## src/rtl/coh_mesi_pkg.sv

```systemverilog
package coh_mesi_pkg;
  localparam int ST_W = 2;
  localparam int PO_W = 2;
  localparam int BO_W = 3;

  typedef enum logic [ST_W-1:0] {
    LS_I = 2'd0,
    LS_S = 2'd1,
    LS_E = 2'd2,
    LS_M = 2'd3
  } line_st_e;

  typedef enum logic [PO_W-1:0] {
    PO_READ  = 2'd0,
    PO_WRITE = 2'd1,
    PO_RMW   = 2'd2,
    PO_EVICT = 2'd3
  } proc_op_e;

  typedef enum logic [BO_W-1:0] {
    BO_NONE = 3'd0,
    BO_RD   = 3'd1,
    BO_RDX  = 3'd2,
    BO_UPGR = 3'd3,
    BO_WB   = 3'd4
  } bus_op_e;

  typedef struct packed {
    line_st_e nxt;
    bus_op_e  bus;
  } local_dec_t;

  typedef struct packed {
    line_st_e nxt;
    logic     shared;
    logic     flush;
  } snoop_dec_t;
endpackage

```

## src/rtl/coh_req_decode.sv

```systemverilog
module coh_req_decode
  import coh_mesi_pkg::*;
(
  input  line_st_e   st,
  input  proc_op_e   op,
  output local_dec_t dec
);
  always_comb begin
    dec.nxt = st;
    dec.bus = BO_NONE;
    unique case (op)
      PO_READ: begin
        if (st == LS_I) dec.bus = BO_RD;
      end
      PO_WRITE: begin
        case (st)
          LS_I:    dec.bus = BO_RDX;
          LS_S:    dec.bus = BO_UPGR;
          default: dec.nxt = LS_M;
        endcase
      end
      PO_RMW: begin
        if (st == LS_I || st == LS_S) dec.bus = BO_RDX;
        else                          dec.nxt = LS_M;
      end
      PO_EVICT: begin
        if (st == LS_M) dec.bus = BO_WB;
        else            dec.nxt = LS_I;
      end
      default: ;
    endcase
  end
endmodule

```

## src/rtl/coh_grant_resolve.sv

```systemverilog
module coh_grant_resolve
  import coh_mesi_pkg::*;
(
  input  bus_op_e  op,
  input  logic     shared_in,
  input  line_st_e cur,
  output line_st_e nxt
);
  always_comb begin
    case (op)
      BO_RD:           nxt = shared_in ? LS_S : LS_E;
      BO_RDX, BO_UPGR: nxt = LS_M;
      BO_WB:           nxt = LS_I;
      default:         nxt = cur;
    endcase
  end
endmodule

```

## src/rtl/coh_snoop_resp.sv

```systemverilog
module coh_snoop_resp
  import coh_mesi_pkg::*;
(
  input  logic       valid,
  input  bus_op_e    sop,
  input  line_st_e   st,
  output snoop_dec_t dec
);
  always_comb begin
    dec.nxt    = st;
    dec.shared = 1'b0;
    dec.flush  = 1'b0;
    if (valid && st != LS_I) begin
      case (sop)
        BO_RD: begin
          dec.nxt    = LS_S;
          dec.shared = 1'b1;
          dec.flush  = (st == LS_M);
        end
        BO_RDX, BO_UPGR: begin
          dec.nxt   = LS_I;
          dec.flush = (st == LS_M);
        end
        default: ;
      endcase
    end
  end
endmodule

```

## src/rtl/coh_line_ctrl.sv

```systemverilog
module coh_line_ctrl
  import coh_mesi_pkg::*;
(
  input  logic            clk,
  input  logic            rst_n,
  input  logic            req_valid,
  output logic            req_ready,
  input  logic [PO_W-1:0] req_op,
  output logic            rsp_valid,
  output logic            bus_req_valid,
  output logic [BO_W-1:0] bus_req_op,
  input  logic            bus_gnt,
  input  logic            bus_shared_in,
  input  logic            snp_valid,
  input  logic [BO_W-1:0] snp_op,
  output logic            snp_shared,
  output logic            snp_flush,
  output logic [ST_W-1:0] line_state
);
  line_st_e   st_q, st_d, grant_nxt;
  bus_op_e    pop_q, pop_d;
  logic       pend_q, pend_d, rsp_q, rsp_d, accept;
  local_dec_t ldec;
  snoop_dec_t sdec;

  coh_req_decode u_dec (
    .st  (st_q),
    .op  (proc_op_e'(req_op)),
    .dec (ldec)
  );

  coh_grant_resolve u_grant (
    .op        (pop_q),
    .shared_in (bus_shared_in),
    .cur       (st_q),
    .nxt       (grant_nxt)
  );

  coh_snoop_resp u_snp (
    .valid (snp_valid),
    .sop   (bus_op_e'(snp_op)),
    .st    (st_q),
    .dec   (sdec)
  );

  assign req_ready = !pend_q && !snp_valid;
  assign accept    = req_valid && req_ready;

  always_comb begin
    st_d   = st_q;
    pend_d = pend_q;
    pop_d  = pop_q;
    rsp_d  = 1'b0;
    if (snp_valid) begin
      st_d = sdec.nxt;
      if (pend_q && pop_q == BO_UPGR && sdec.nxt == LS_I) begin
        pop_d = BO_RDX;
      end
      if (pend_q && pop_q == BO_WB && sdec.nxt != LS_M) begin
        st_d   = LS_I;
        pend_d = 1'b0;
        pop_d  = BO_NONE;
        rsp_d  = 1'b1;
      end
    end else if (pend_q && bus_gnt) begin
      st_d   = grant_nxt;
      pend_d = 1'b0;
      pop_d  = BO_NONE;
      rsp_d  = 1'b1;
    end else if (accept) begin
      if (ldec.bus == BO_NONE) begin
        st_d  = ldec.nxt;
        rsp_d = 1'b1;
      end else begin
        pend_d = 1'b1;
        pop_d  = ldec.bus;
      end
    end
  end

  always_ff @(posedge clk) begin
    if (!rst_n) begin
      st_q   <= LS_I;
      pend_q <= 1'b0;
      pop_q  <= BO_NONE;
      rsp_q  <= 1'b0;
    end else begin
      st_q   <= st_d;
      pend_q <= pend_d;
      pop_q  <= pop_d;
      rsp_q  <= rsp_d;
    end
  end

  assign rsp_valid     = rsp_q;
  assign bus_req_valid = pend_q;
  assign bus_req_op    = pop_q;
  assign snp_shared    = sdec.shared;
  assign snp_flush     = sdec.flush;
  assign line_state    = st_q;
endmodule

```

## config.mk

```make
export PLATFORM = sky130hd
export DESIGN_NAME = coh_line_ctrl
export DESIGN_NICKNAME = d
export VERILOG_FILES = /design/src/rtl/coh_mesi_pkg.sv /design/src/rtl/coh_req_decode.sv /design/src/rtl/coh_grant_resolve.sv /design/src/rtl/coh_snoop_resp.sv /design/src/rtl/coh_line_ctrl.sv
export SDC_FILE = /design/constraint.sdc
export NUM_CORES = 1
export LEC_CHECK = 0
export BUFFER_PORTS_ARGS = -buffer_cell sky130_fd_sc_hd__buf_2
export CORE_MARGIN = 4
export CORE_UTILIZATION = 53
export CTS_CLUSTER_DIAMETER = 30
export CTS_CLUSTER_SIZE = 14
export DETAILED_ROUTE_END_ITERATION = 8
export PLACE_DENSITY = 0.82
export REMOVE_ABC_BUFFERS = 1
export SLEW_MARGIN = 20
export SYNTH_ARGS = -nofsm -noshare
export SYNTH_HDL_FRONTEND = slang
export SYNTH_HIERARCHICAL = 1
export SYNTH_SLANG_ARGS = --single-unit
```

## constraint.sdc

```tcl
create_clock -name clk -period 3.43 [get_ports clk]
set_input_delay 1.029 -clock clk [delete_from_list [all_inputs] [get_ports clk]]
set_output_delay 1.029 -clock clk [all_outputs]
set_load 0.01 [all_outputs]
```

## Word level (Yosys, flattened, before mapping)

Index checks and enable logic that the tools add are counted.

| word-level totals | value |
|---|---|
| output and inout bits | 10 |
| bits of input ports | 11 |
| logic and storage cells | 86 |
| register bits | 7 |

| cells by class | value |
|---|---|
| eq/ne operators | 20 |
| multiplexer cells | 36 |
| reductions and logical operators | 26 |

Operator list:

| cell | count |
|---|---|
| 3-bit two-way mux | 7 |
| 2-bit two-way mux | 10 |
| 1-bit two-way mux | 13 |
| 3-bit by 2-bit == test with 1-bit output (second input constant) | 4 |
| 4-bit != test (second input constant) | 3 |
| 2-bit one-hot mux with 3 select lines | 2 |
| 3-bit one-hot mux with 4 select lines | 1 |
| 1-bit logical AND | 8 |
| 2-bit one-hot mux with 2 select lines | 2 |
| 7-bit AND reduction | 1 |
| 2-bit == test (second input constant) | 3 |
| 3-bit by 1-bit == test with 1-bit output (second input constant) | 2 |
| 2-bit zero test | 3 |
| 3-bit AND reduction | 2 |
| 3-bit nonzero test | 2 |
| 2-bit OR reduction | 3 |
| 5-bit by 3-bit != test with 1-bit output (second input constant) | 1 |
| 5-bit nonzero test | 1 |
| 2-bit by 1-bit == test with 1-bit output (second input constant) | 2 |
| 4-bit two-way mux | 1 |
| 3-bit == test (second input constant) | 1 |
| 3-bit zero test | 1 |
| 3-bit by 1-bit != test with 1-bit output (second input constant) | 1 |
| 3-bit != test (second input constant) | 1 |
| 6 further kinds | 7 |

## Depth between registers and ports, before layout

| depth | value |
|---|---|
| depth after elaboration | 9 |
| depth in mapped cells | 5 |
| depth with buffers taken out | 5 |

## Hierarchy

The synthesis kept the hierarchy.

Modules (own cells, without submodules):

| module | cells each | instances | seq. area each (um^2) | area each (um^2) |
|---|---|---|---|---|
| coh_line_ctrl | 52 | 1 | 140.1 | 494.2 |
| coh_snoop_resp | 10 | 1 | 0.0 | 75.1 |
| coh_req_decode | 11 | 1 | 0.0 | 62.6 |
| coh_grant_resolve | 9 | 1 | 0.0 | 60.1 |

## Least setup slack after synthesis

OpenSTA, ideal clock, no wires.

| path | value |
|---|---|
| path kind | input to output |
| start | input snp_op[2] |
| end | output snp_flush |
| data arrival time | 1.478 ns |
| required time | 2.401 ns |
| cell stages on the path | 2 |
| buffers on the path | 0 |
| path slack | 0.923 ns |
| path through | nand2b_4 > nor3_1 |

| between the ends | value |
|---|---|
| cells in the longest elaborated chain, start to end | 4 |
| elaborated cells on any way between the ends | 6 |
| classes of those cells | 3 x eq/ne; 2 x mux; 1 x reduce/logical |

Ends and longest elaborated chain:

| item | line | RTL |
|---|---|---|
| start: declaration | coh_line_ctrl.sv:15 | `input logic [BO_W-1:0] snp_op,` |
| 3-bit by 1-bit == test with 1-bit output or 3-bit by 2-bit == test with 1-bit output (tied branches) | coh_snoop_resp.sv:14 | `case (sop)` |
| 3-bit OR reduction (no line) * | -- |  |
| 1-bit two-way mux * | -- |  |
| 4-bit two-way mux * | coh_snoop_resp.sv:13 | `if (valid && st != LS_I) begin` |
| end: declaration | coh_line_ctrl.sv:17 | `output logic snp_flush,` |

Every way passes the cells marked *; elsewhere a longest branch is shown, timed or not.

## Worst setup path after layout

| path | value |
|---|---|
| start | input snp_valid |
| end | output snp_flush |

| between the ends | value |
|---|---|
| cells in the longest elaborated chain, start to end | 2 |

Ends and longest elaborated chain:

| item | line | RTL |
|---|---|---|
| start: declaration | coh_line_ctrl.sv:14 | `input logic snp_valid,` |
| 1-bit logical AND | coh_snoop_resp.sv:13 |  |
| 4-bit two-way mux | coh_snoop_resp.sv:13 |  |

No other way between the ends.

==> flow_summary.toml <==
[clock_tree]
clockBufferDepth = 2
clkSlewWorstSetupHoldPaths_ns = 0.05
post_cts_resized = 0
cts_root_buf = "clkbuf_4"
cts_tree = "yes"
holdBufCountCts = 0
post-cts-setup-buffers = 0
cts_inserted_buffers = 3
clock-sinks = 7
h-tree-depth = 1
clk_latency_ns = 0.25

[setup_path]
worstPathCellList = "buf_2 > nand2b_4 > nor3_1 > buf_2"
critical_path_class = "input pin to primary output"
path_delay_family = "buffers and inverters"
worstSetupEndpointType = "primary output"
timing.critical_path.buf_inv = 2
worst-r2r-cell-count = 5
worstPathArrival_ns = 1.77
crit_path_start_kind = "input pin"
rrSetupSlack_ns = 1.63
critPathMaxFanout = 17
critical-path-slowest-cell = "buf_2"
r2r-start = "line_state[0]"
r2r_end = "line_state[0]"
slowest_delay_ns = 0.28
cp_common_cell = "buf_2"
required_ns = 2.40

[power]
switching_share = 0.336
share_seq_of_total_power = 0.393
intPower_w = 0.000167
clock_power_share = 0.287
combPwrFrac = 0.320
powerDensity_mw_per_mm2 = 308
p_switching_w = 0.0000844
leakage_nw = 0.353
ir_worst_vdd_uv = 262

[sta]
skew_ns = 0.000394
timing.final.ws_setup_ns = 0.631
worst_pin_slew_ns = 0.429
fin_setup_tns_ns = 0
hold_violations = 0
fmax_mhz = 357
final_max_slew_viol_count = 0
fin_crit_ns = 2.80
finalSetupViolations = 0
rsz0062_at_grt = "false"
slew_headroom = 0.712
fin_crit_sh = 0.816

[grt]
grt_start_max_net_pins = 18
grt.met2_usage = 0.320
grt_pass1_vias = 665
track_usage = 0.185
antenna_found_initial = 0
met1_usage = 0.211
grt.overflow.total = 0
grt_pass1_wl_um = 2750
busiest_layer = "met2"
grtUsageMet3 = 0.0691

[floorplan]
die_w_um = 44.1
fp.dieH_um = 44.1
ioPinCount = 21
core_area_sq_mm = 0.00117
start_util = 0.591
fp-row-count = 12
dieArea_sq_mm = 0.00195

[outcome]
status = "complete, no violations"

[min_path]
min_to = "bus_req_op[0]"
hold_class = "register to register"
hold_depth = 2
min_from = "bus_req_op[0]"

[place]
gp_congestion = 0.843
port-buffer-count = 20
dp_hpwl_um = 1280
pre_cts_slack_ns = 0.629

[yosys]
synth_warnings = 6
synth.top_cells.by_area = "dfxtp_1 (20%), inv_1 (4.9%), nand2b_4 (4.0%)"
ys_types = 42
avgSynthCellArea_sq_um = 8.44
synth_seq_area_share = 0.203
synth_area_sq_um = 692
yosys.area.top_type = "dfxtp_1"
ys_ff_latch = 7
synth_top_area_share = 0.203
synthCells = 82

[drt]
avgRoutedWirePerCell_um = 14.8
vias = 738
dr.pass1.iters = 4
drt_iter0_markers = 21
via_per_inst = 6.31
antenna_left = 0
drt-total-wl_um = 1740
route.detailed.drc = 0

[run]
maxCapViolCount = 0

[finish]
antennaDiodeCount = 0
final_core_util = 0.697
layout.nets = 115
drive_gt1_frac = 0.311
area_growth_pct = 17.9
-- flip-flops by register name, indices dropped and copies added (netlist names) --
signal	cells
bus_req_op	3
bus_req_valid	1
line_state	2
rsp_valid	1
-- per-stage QoR --
stage | cells | area [sq um] | hold slack, ns | power (W)
after floorplan | 79 | 672 | 0.568 | 0.000150
after global placement | 113 | 790 | 0.568 | 0.000177
after detailed placement | 113 | 790 | 0.591 | 0.000180
after CTS | 117 | 816 | 0.594 | 0.000254
after global routing | 117 | 816 | 0.655 | 0.000268
final | 117 | 816 | 0.597 | 0.000252
-- worst max path at each step --
stage	from	to	slack (ns)	depth (start not counted)
6_report	snp_valid	snp_flush	0.63	4
5_1_grt	snp_valid	snp_flush	0.55	4
4_1_cts	snp_valid	snp_flush	0.63	4
3_5_place_dp	snp_valid	snp_flush	0.63	4
3_3_place_gp	snp_valid	snp_shared	0.66	4
2_1_floorplan	snp_op[2]	snp_flush	0.92	2
-- worst reg2reg max path: cells and delay by family, from the launching register on --
family	cells	cell delay (ns)
and+or+nand+nor	2	0.51
DFF	1	0.55
AOI/OAI and AO/OA	2	0.46
xor gates and xnor gates	1	0.18
-- power by group through the flow --
| stage | sequential (W) | clock (W) | combinational (W) |
|---|---|---|---|
| final | 0.0000989 | 0.0000723 | 0.0000805 |
| after global placement | 0.0000997 | 0 | 0.0000776 |
| after global routing | 0.000100 | 0.0000805 | 0.0000869 |
| after detailed placement | 0.000100 | 0 | 0.0000797 |
| after floorplan | 0.0000996 | 0 | 0.0000503 |
| after CTS | 0.0000988 | 0.0000754 | 0.0000801 |
-- synthesized netlist by cell type, drive strengths merged --
cell,instances
nand2b,4
a21oi,2
xor2,1
o221ai,1
dfxtp,7
nand2,5
nand3,2
o21a,2
buf,2
and4bb,1
a221oi,4
nor3,4
inv,9
o2111ai,3
o211ai,1
nor3b,2
nor4,1
o221a,2
o21ai,2
a32oi,1
or3,1
nand4bb,2
nand3b,1
nor2,6
nor4b,2
xnor2,1
and3,1
o22a,1
a31oi,1
nor4bb,1
o41ai,1
and4b,1
clkbuf,1
and2,2
o211a,2
a2111oi,1
mux2,1
-- cell usage in the layout, fill, tap and decap left out, types with 2 or more instances in the layout --
cell type | synthesis | layout
nand2b_4 | 2 | 2
clkbuf_4 | 0 | 3
nor2_1 | 6 | 6
o21ai_0 | 2 | 2
nand3_1 | 2 | 2
o221a_1 | 2 | 2
dfxtp_1 | 7 | 7
and2_1 | 2 | 2
o21a_1 | 2 | 2
o2111ai_1 | 3 | 3
nand4bb_1 | 2 | 2
nand2b_1 | 2 | 2
nor3b_1 | 2 | 2
nor3_1 | 3 | 3
o211a_1 | 2 | 2
buf_2 | 1 | 20
a221oi_1 | 3 | 3
a21oi_1 | 2 | 2
inv_1 | 9 | 9
nand2_1 | 5 | 5
-- kinds of logic after synthesis --
| kind of cell | share of synthesized area |
|---|---|
| mux | 0.0217 |
| xor+xnor | 0.0253 |
| buf+inv | 0.0777 |
| compound gates | 0.313 |
| simple gates | 0.360 |
| flops | 0.203 |
-- area by class of cell --
type	instances	area [sq um]
Clock buffer	4	26.3
Inverter	9	33.8
Multi-Input combinational cell	63	498
Timing Repair Buffer	20	100
Fill cell	99	355
Sequential cell	7	140
Tap cell	14	17.5
-- layer usage --
metal,vias up,share of wire
li1,363,-
met1,348,0.43
met2,27,0.50
met3,0,0.066
met4,0,0
met5,-,0
(Power assumes the default switching activity.)
